File: config.mk
export PLATFORM = sky130hd
export DESIGN_NAME = byte_mac
export DESIGN_NICKNAME = d
export VERILOG_FILES = /design/src/rtl/byte_mac_pkg.sv /design/src/rtl/mac_mul.sv /design/src/rtl/mac_seq.sv /design/src/rtl/mac_dp.sv /design/src/rtl/byte_mac.sv
export SDC_FILE = /design/constraint.sdc
export NUM_CORES = 1
export LEC_CHECK = 0
export BUFFER_PORTS_ARGS = -buffer_cell sky130_fd_sc_hd__buf_4
export CORE_MARGIN = 5
export CORE_UTILIZATION = 55
export DETAILED_ROUTE_END_ITERATION = 12
export GPL_TIMING_DRIVEN = 0
export HOLD_SLACK_MARGIN = 0.08
export PLACE_DENSITY = 0.86
export SYNTH_ARGS = -nofsm -noshare
export SYNTH_HDL_FRONTEND = slang
export SYNTH_SLANG_ARGS = --single-unit
File: constraint.sdc
create_clock -name clk_i -period 7.4 [get_ports clk_i]
set_input_delay 0.74 -clock clk_i [delete_from_list [all_inputs] [get_ports clk_i]]
set_output_delay 0.74 -clock clk_i [all_outputs]
set_load 0.005 [all_outputs]
File: src/rtl/byte_mac_pkg.sv
package byte_mac_pkg;
  typedef enum logic [1:0] {ST_IDLE, ST_RUN, ST_DRAIN} seq_st_e;

  // fetch phases: 0 coef lo, 1 sample lo, 2 sample hi, 3 coef hi
  localparam logic [1:0] PH_CLO = 2'd0;
  localparam logic [1:0] PH_SLO = 2'd1;
  localparam logic [1:0] PH_SHI = 2'd2;
  localparam logic [1:0] PH_CHI = 2'd3;

  // byte offset inside a 4-byte tap record for a given phase
  function automatic logic [1:0] byte_off(input logic [1:0] ph);
    case (ph)
      PH_CLO:  byte_off = 2'd0;
      PH_SLO:  byte_off = 2'd2;
      PH_SHI:  byte_off = 2'd3;
      default: byte_off = 2'd1;
    endcase
  endfunction
endpackage

File: src/rtl/mac_mul.sv
module mac_mul #(
  parameter int BYTE_W = 8
) (
  input  logic [BYTE_W-1:0]   a_i,
  input  logic [BYTE_W-1:0]   b_i,
  output logic [2*BYTE_W-1:0] p_o
);
  assign p_o = (2*BYTE_W)'(a_i) * (2*BYTE_W)'(b_i);
endmodule

File: src/rtl/mac_seq.sv
module mac_seq
  import byte_mac_pkg::*;
#(
  parameter int TAP_W = 8
) (
  input  logic             clk_i,
  input  logic             rst_ni,
  input  logic             start_i,
  input  logic [TAP_W-1:0] taps_i,
  output logic [TAP_W+1:0] rd_addr_o,
  output logic             clr_o,
  output logic             use_vld_o,
  output logic [1:0]       use_ph_o,
  output logic             done_o
);
  seq_st_e          state_q;
  logic [TAP_W-1:0] tap_q, n_q;
  logic [1:0]       ph_q;
  logic             use_vld_q, done_q;
  logic [1:0]       use_ph_q;

  assign clr_o     = (state_q == ST_IDLE) && start_i;
  assign rd_addr_o = {tap_q, byte_off(ph_q)};
  assign use_vld_o = use_vld_q;
  assign use_ph_o  = use_ph_q;
  assign done_o    = done_q;

  always_ff @(posedge clk_i or negedge rst_ni) begin
    if (!rst_ni) begin
      state_q   <= ST_IDLE;
      tap_q     <= '0;
      n_q       <= '0;
      ph_q      <= '0;
      use_vld_q <= 1'b0;
      use_ph_q  <= '0;
      done_q    <= 1'b0;
    end else begin
      done_q    <= 1'b0;
      use_vld_q <= (state_q == ST_RUN);
      use_ph_q  <= ph_q;
      case (state_q)
        ST_IDLE: begin
          if (start_i) begin
            tap_q <= '0;
            ph_q  <= '0;
            n_q   <= taps_i;
            if (taps_i == '0) done_q  <= 1'b1;
            else              state_q <= ST_RUN;
          end
        end
        ST_RUN: begin
          ph_q <= ph_q + 2'd1;
          if (ph_q == PH_CHI) begin
            if (tap_q == n_q - 1'b1) state_q <= ST_DRAIN;
            else                     tap_q   <= tap_q + 1'b1;
          end
        end
        default: begin
          // wait for the last byte to be consumed, then one drain product
          if (!use_vld_q) begin
            done_q  <= 1'b1;
            state_q <= ST_IDLE;
          end
        end
      endcase
    end
  end


  done_pulse_chk: assert property (@(posedge clk_i) disable iff (!rst_ni)
    done_q |=> !done_q);

  ph_step_chk: assert property (@(posedge clk_i) disable iff (!rst_ni)
    (use_vld_q && $past(use_vld_q)) |-> (use_ph_q == $past(use_ph_q) + 2'd1));

  busy_start_chk: assert property (@(posedge clk_i) disable iff (!rst_ni)
    (state_q != ST_IDLE && start_i) |=> $stable(n_q));
endmodule

File: src/rtl/mac_dp.sv
module mac_dp
  import byte_mac_pkg::*;
#(
  parameter int ACC_W  = 40,
  parameter int BYTE_W = 8
) (
  input  logic              clk_i,
  input  logic              rst_ni,
  input  logic              clr_i,
  input  logic              use_vld_i,
  input  logic [1:0]        use_ph_i,
  input  logic [BYTE_W-1:0] rd_data_i,
  output logic [ACC_W-1:0]  acc_o
);
  localparam int PW = 2 * BYTE_W;

  logic [BYTE_W-1:0] cl_q, sl_q, sh_q, ch_q;
  logic              pend_q;
  logic [ACC_W-1:0]  acc_q;
  logic [BYTE_W-1:0] op_a, op_b;
  logic [PW-1:0]     prod;
  logic [1:0]        wsel; // 0: x1, 1: x2^8, 2: x2^16
  logic              add_en, drain;

  assign drain = pend_q && (!use_vld_i || use_ph_i == PH_CLO);

  always_comb begin
    op_a   = ch_q;
    op_b   = sh_q;
    wsel   = 2'd2;
    add_en = drain;
    if (use_vld_i) begin
      case (use_ph_i)
        PH_SLO: begin op_a = cl_q;      op_b = rd_data_i; wsel = 2'd0; add_en = 1'b1; end
        PH_SHI: begin op_a = cl_q;      op_b = rd_data_i; wsel = 2'd1; add_en = 1'b1; end
        PH_CHI: begin op_a = rd_data_i; op_b = sl_q;      wsel = 2'd1; add_en = 1'b1; end
        default: ;
      endcase
    end
  end

  mac_mul #(.BYTE_W(BYTE_W)) u_mul (.a_i(op_a), .b_i(op_b), .p_o(prod));

  logic [ACC_W-1:0] addend;
  always_comb begin
    case (wsel)
      2'd0:    addend = ACC_W'(prod);
      2'd1:    addend = ACC_W'(prod) << BYTE_W;
      default: addend = ACC_W'(prod) << (2 * BYTE_W);
    endcase
  end

  always_ff @(posedge clk_i or negedge rst_ni) begin
    if (!rst_ni) begin
      acc_q  <= '0;
      pend_q <= 1'b0;
      cl_q   <= '0;
      sl_q   <= '0;
      sh_q   <= '0;
      ch_q   <= '0;
    end else if (clr_i) begin
      acc_q  <= '0;
      pend_q <= 1'b0;
    end else begin
      if (add_en) acc_q <= acc_q + addend;
      if (drain)  pend_q <= 1'b0;
      if (use_vld_i) begin
        case (use_ph_i)
          PH_CLO: cl_q <= rd_data_i;
          PH_SLO: sl_q <= rd_data_i;
          PH_SHI: sh_q <= rd_data_i;
          default: begin
            ch_q   <= rd_data_i;
            pend_q <= 1'b1;
          end
        endcase
      end
    end
  end

  assign acc_o = acc_q;


  idle_hold_chk: assert property (@(posedge clk_i) disable iff (!rst_ni)
    (!clr_i && !use_vld_i && !pend_q) |=> $stable(acc_q));

  seam_order_chk: assert property (@(posedge clk_i) disable iff (!rst_ni)
    (pend_q && use_vld_i) |-> (use_ph_i == PH_CLO));
endmodule

File: src/rtl/byte_mac.sv
module byte_mac #(
  parameter int TAP_W = 8,
  parameter int ACC_W = 40
) (
  input  logic             clk_i,
  input  logic             rst_ni,
  input  logic             start_i,
  input  logic [TAP_W-1:0] taps_i,
  output logic [TAP_W+1:0] rd_addr_o,
  input  logic [7:0]       rd_data_i,
  output logic [ACC_W-1:0] result_o,
  output logic             done_o
);
  logic       clr, use_vld;
  logic [1:0] use_ph;

  mac_seq #(.TAP_W(TAP_W)) u_seq (
    .clk_i, .rst_ni, .start_i, .taps_i,
    .rd_addr_o,
    .clr_o(clr), .use_vld_o(use_vld), .use_ph_o(use_ph),
    .done_o
  );

  mac_dp #(.ACC_W(ACC_W), .BYTE_W(8)) u_dp (
    .clk_i, .rst_ni,
    .clr_i(clr), .use_vld_i(use_vld), .use_ph_i(use_ph),
    .rd_data_i,
    .acc_o(result_o)
  );
endmodule

==> flow_summary.ini <==
[placement]
dp.cells = 1161
place.gp.congestion = 0.909
io_buffers = 69
post-place-ws_ps = -1080
dp_hpwl_um = 15300

[job]
drv_cap = 0

[worst_setup_path]
end_kind = flop
crit_type = reg -> reg
cp_data_required_time_ps = 7660
critPathMaxFanout = 10
crit_slowest_cell = fa_1
start_kind = flop
worst_path_largest_cell_delay_ps = 540
worstPathArrival_ps = 7640
cpMostUsedCell = fa_1

[clock_tree]
clockBufferDepth = 2
hold_buffers = 0
insertion_delay_ps = 370
cts-root-buf = clkbuf_16
htreeDepth = 3
path_clk_slew_ps = 70
numCtsBuffers = 9
cts_sinks = 97
cts_tree = built

[cells_and_area]
multi_input_comb_area_um2 = 6210
final-seq-area_um2 = 2430
area_delta_synth_final_pct = 24.1
fill_cells = 1075
final_common_cell = buf_4
instances_no_fill = 1197
n_antenna_cell = 0
nets = 1137
drive_gt1_share_pct = 28.2
final_cell_mix = 99 x buf_4, 96 x dfrtp_1, 80 x nor2_1

[synth]
ys_ff_latch = 97
ys_async_sr_fraction_pct = 100
ys_types = 64
synth_top_area_cell = dfrtp_1
synthesis.nets = 1036
netlist_instances = 904
netlist_area_um2 = 8350
avgSynthCellArea_um2 = 9.24
synth.top_cell.area_share_pct = 29.1
synth_flop_cell = dfrtp_1
synth_edf_count = 0
ys_seq_area_share_pct = 29.1
synth_area_leaders = dfrtp_1 29%, ha_1 11%, fa_1 8.9%, mux2_2 4.6%, a22o_1 4.5%
synth_warnings = 0

[min_path]
hold_path_class = reg -> reg

[global_route]
grt-ovfl-total = 0
track_usage_pct = 24.3
grt_pass1_vias = 7287
grt_max_degree = 98
grt_pass1_wl_um = 35300
antenna_found_initial = 0

[sta]
period_needed_ps = 7380
fin_skew_ps = 11.5
fmax_mhz = 136
tns_ps = 0
relSlewSlack_pct = 19.1
setup_violations = 0
finalCritPeriodShare_pct = 99.7
final-hold-violation-count = 0
max_slew.worst_pin.slew_ps = 1210
slew_violations = 0
timing.final.ws_setup_ps = 24.9

[detailed_routing]
vias = 7492
routed_wl_um = 23000
vias_per_cell = 6.26
detail_route.first_pass.iterations = 7
ant_nets = 0
drt_drc_violations_left = 0
drtIter0Drc = 469
wl_per_cell_um = 19.2

[floorplan]
num_rows = 45
dieArea_um2 = 17700
core_area_um2 = 15000
die_w_um = 133
die_height_um = 133
start_util_pct = 55.5
boundaryPins = 70

[run_status]
status = finished, final reports clean
## synth_stat cells, types with 8 or more instances
cell / n
nand4_1: 9
xor2_1: 24
nor2_1: 92
o21bai_1: 12
a21o_1: 14
mux2_2: 34
or2_2: 20
inv_1: 66
o21ai_0: 20
ha_1: 76
dfrtp_1: 97
fa_1: 37
and2_1: 8
a22o_1: 43
xnor2_1: 28
a221o_1: 10
nand3_1: 26
nor3_1: 11
clkbuf_1: 31
nand2_1: 55
or3_1: 8
a21oi_1: 57
o21ai_1: 22
## sequential cells by signal, summed over array words and instances, names as in the netlist
name             flops
u_dp.acc_o          40
u_seq.use_ph_o       2
u_seq.tap_q          8
u_dp.pend_q          1
u_seq.done_o         1
u_seq.ph_q           2
u_seq.use_vld_o      1
u_seq.state_q        2
u_dp.sh_q            8
u_dp.sl_q            8
u_dp.ch_q            8
u_dp.cl_q            8
u_seq.n_q            8
## metal layers
layer / vias to the layer above / wire (um) / part of all wire, % / track usage, %
met1: 3676 / 9210 / 40 / 30.3
met4: 0 / 878 / 3.8 / 8.51
li1: 3443 / - / - / -
met3: 76 / 1550 / 6.7 / 5.32
met5: - / 0 / 0 / 0
met2: 297 / 11400 / 49 / 41.6
## timing repair
item | in CTS | in global routing
endpoints found under the setup margin | 26 | 23
resized for setup | 58 | 101
gates cloned | 0 | 1
endpoints found under the hold margin | 0 | 0
pin swaps | 12 | 36
buffers inserted | 4 | 25
## per-stage QoR
stage               hold WS (ps)  cell area, um^2  util [%]
floorplan                    401             8360         -
global route                 477            10400      68.9
CTS                          453             9710      64.6
global placement             419             9120      60.6
detailed placement           436             9120      60.6
finish                       456            10400      68.9
## logic make-up after synthesis
logic type | after synthesis | share of synthesized area [%]
fa+ha+maj | 113 | 20.3
mux | 37 | 4.96
compound gates | 231 | 19.5
xor+xnor | 52 | 5.45
simple gates | 275 | 16.3
flops | 97 | 29.1
buf+inv | 99 | 4.50
## layout make-up
| cell class | instances | share of cell area, % |
|---|---|---|
| buffer | 24 | 1.56 |
| sequential | 97 | 23.4 |
| inverter | 66 | 2.39 |
| multi-input combinational | 708 | 59.9 |
| tap | 188 | 2.27 |
| clock buffer | 10 | 2.21 |
| timing repair buffer | 99 | 7.34 |
| clock inverter | 5 | 0.845 |
## path summary, 6_finish.rpt
kind / startpoint / end / slack, ps / depth (start not counted)
max: u_seq.use_ph_o[0] / u_dp.acc_o[30] / 20 / 31
min: u_seq.ph_q[0] / u_seq.use_ph_o[0] / 460 / 0
max reg2reg: u_seq.use_ph_o[0] / u_dp.acc_o[30] / 20 / 31
min reg2reg: u_seq.ph_q[0] / u_seq.use_ph_o[0] / 460 / 0
max in group asynchronous: rst_ni / u_seq.use_vld_o / 5930 / 1
min in group asynchronous: rst_ni / u_dp.acc_o[6] / 610 / 1
## worst max-delay path, delay by kind of cell, from the launching register on
| kind | cells | cell delay, ps |
|---|---|---|
| simple gates | 4 | 630 |
| xor+xnor | 2 | 320 |
| buf+inv | 6 | 560 |
| fa+ha+maj | 7 | 2890 |
| compound gates | 12 | 2430 |
| flops | 1 | 410 |
Power is not shown: default switching activity piles up to over one toggle a cycle in this logic, so the estimate is an artifact.
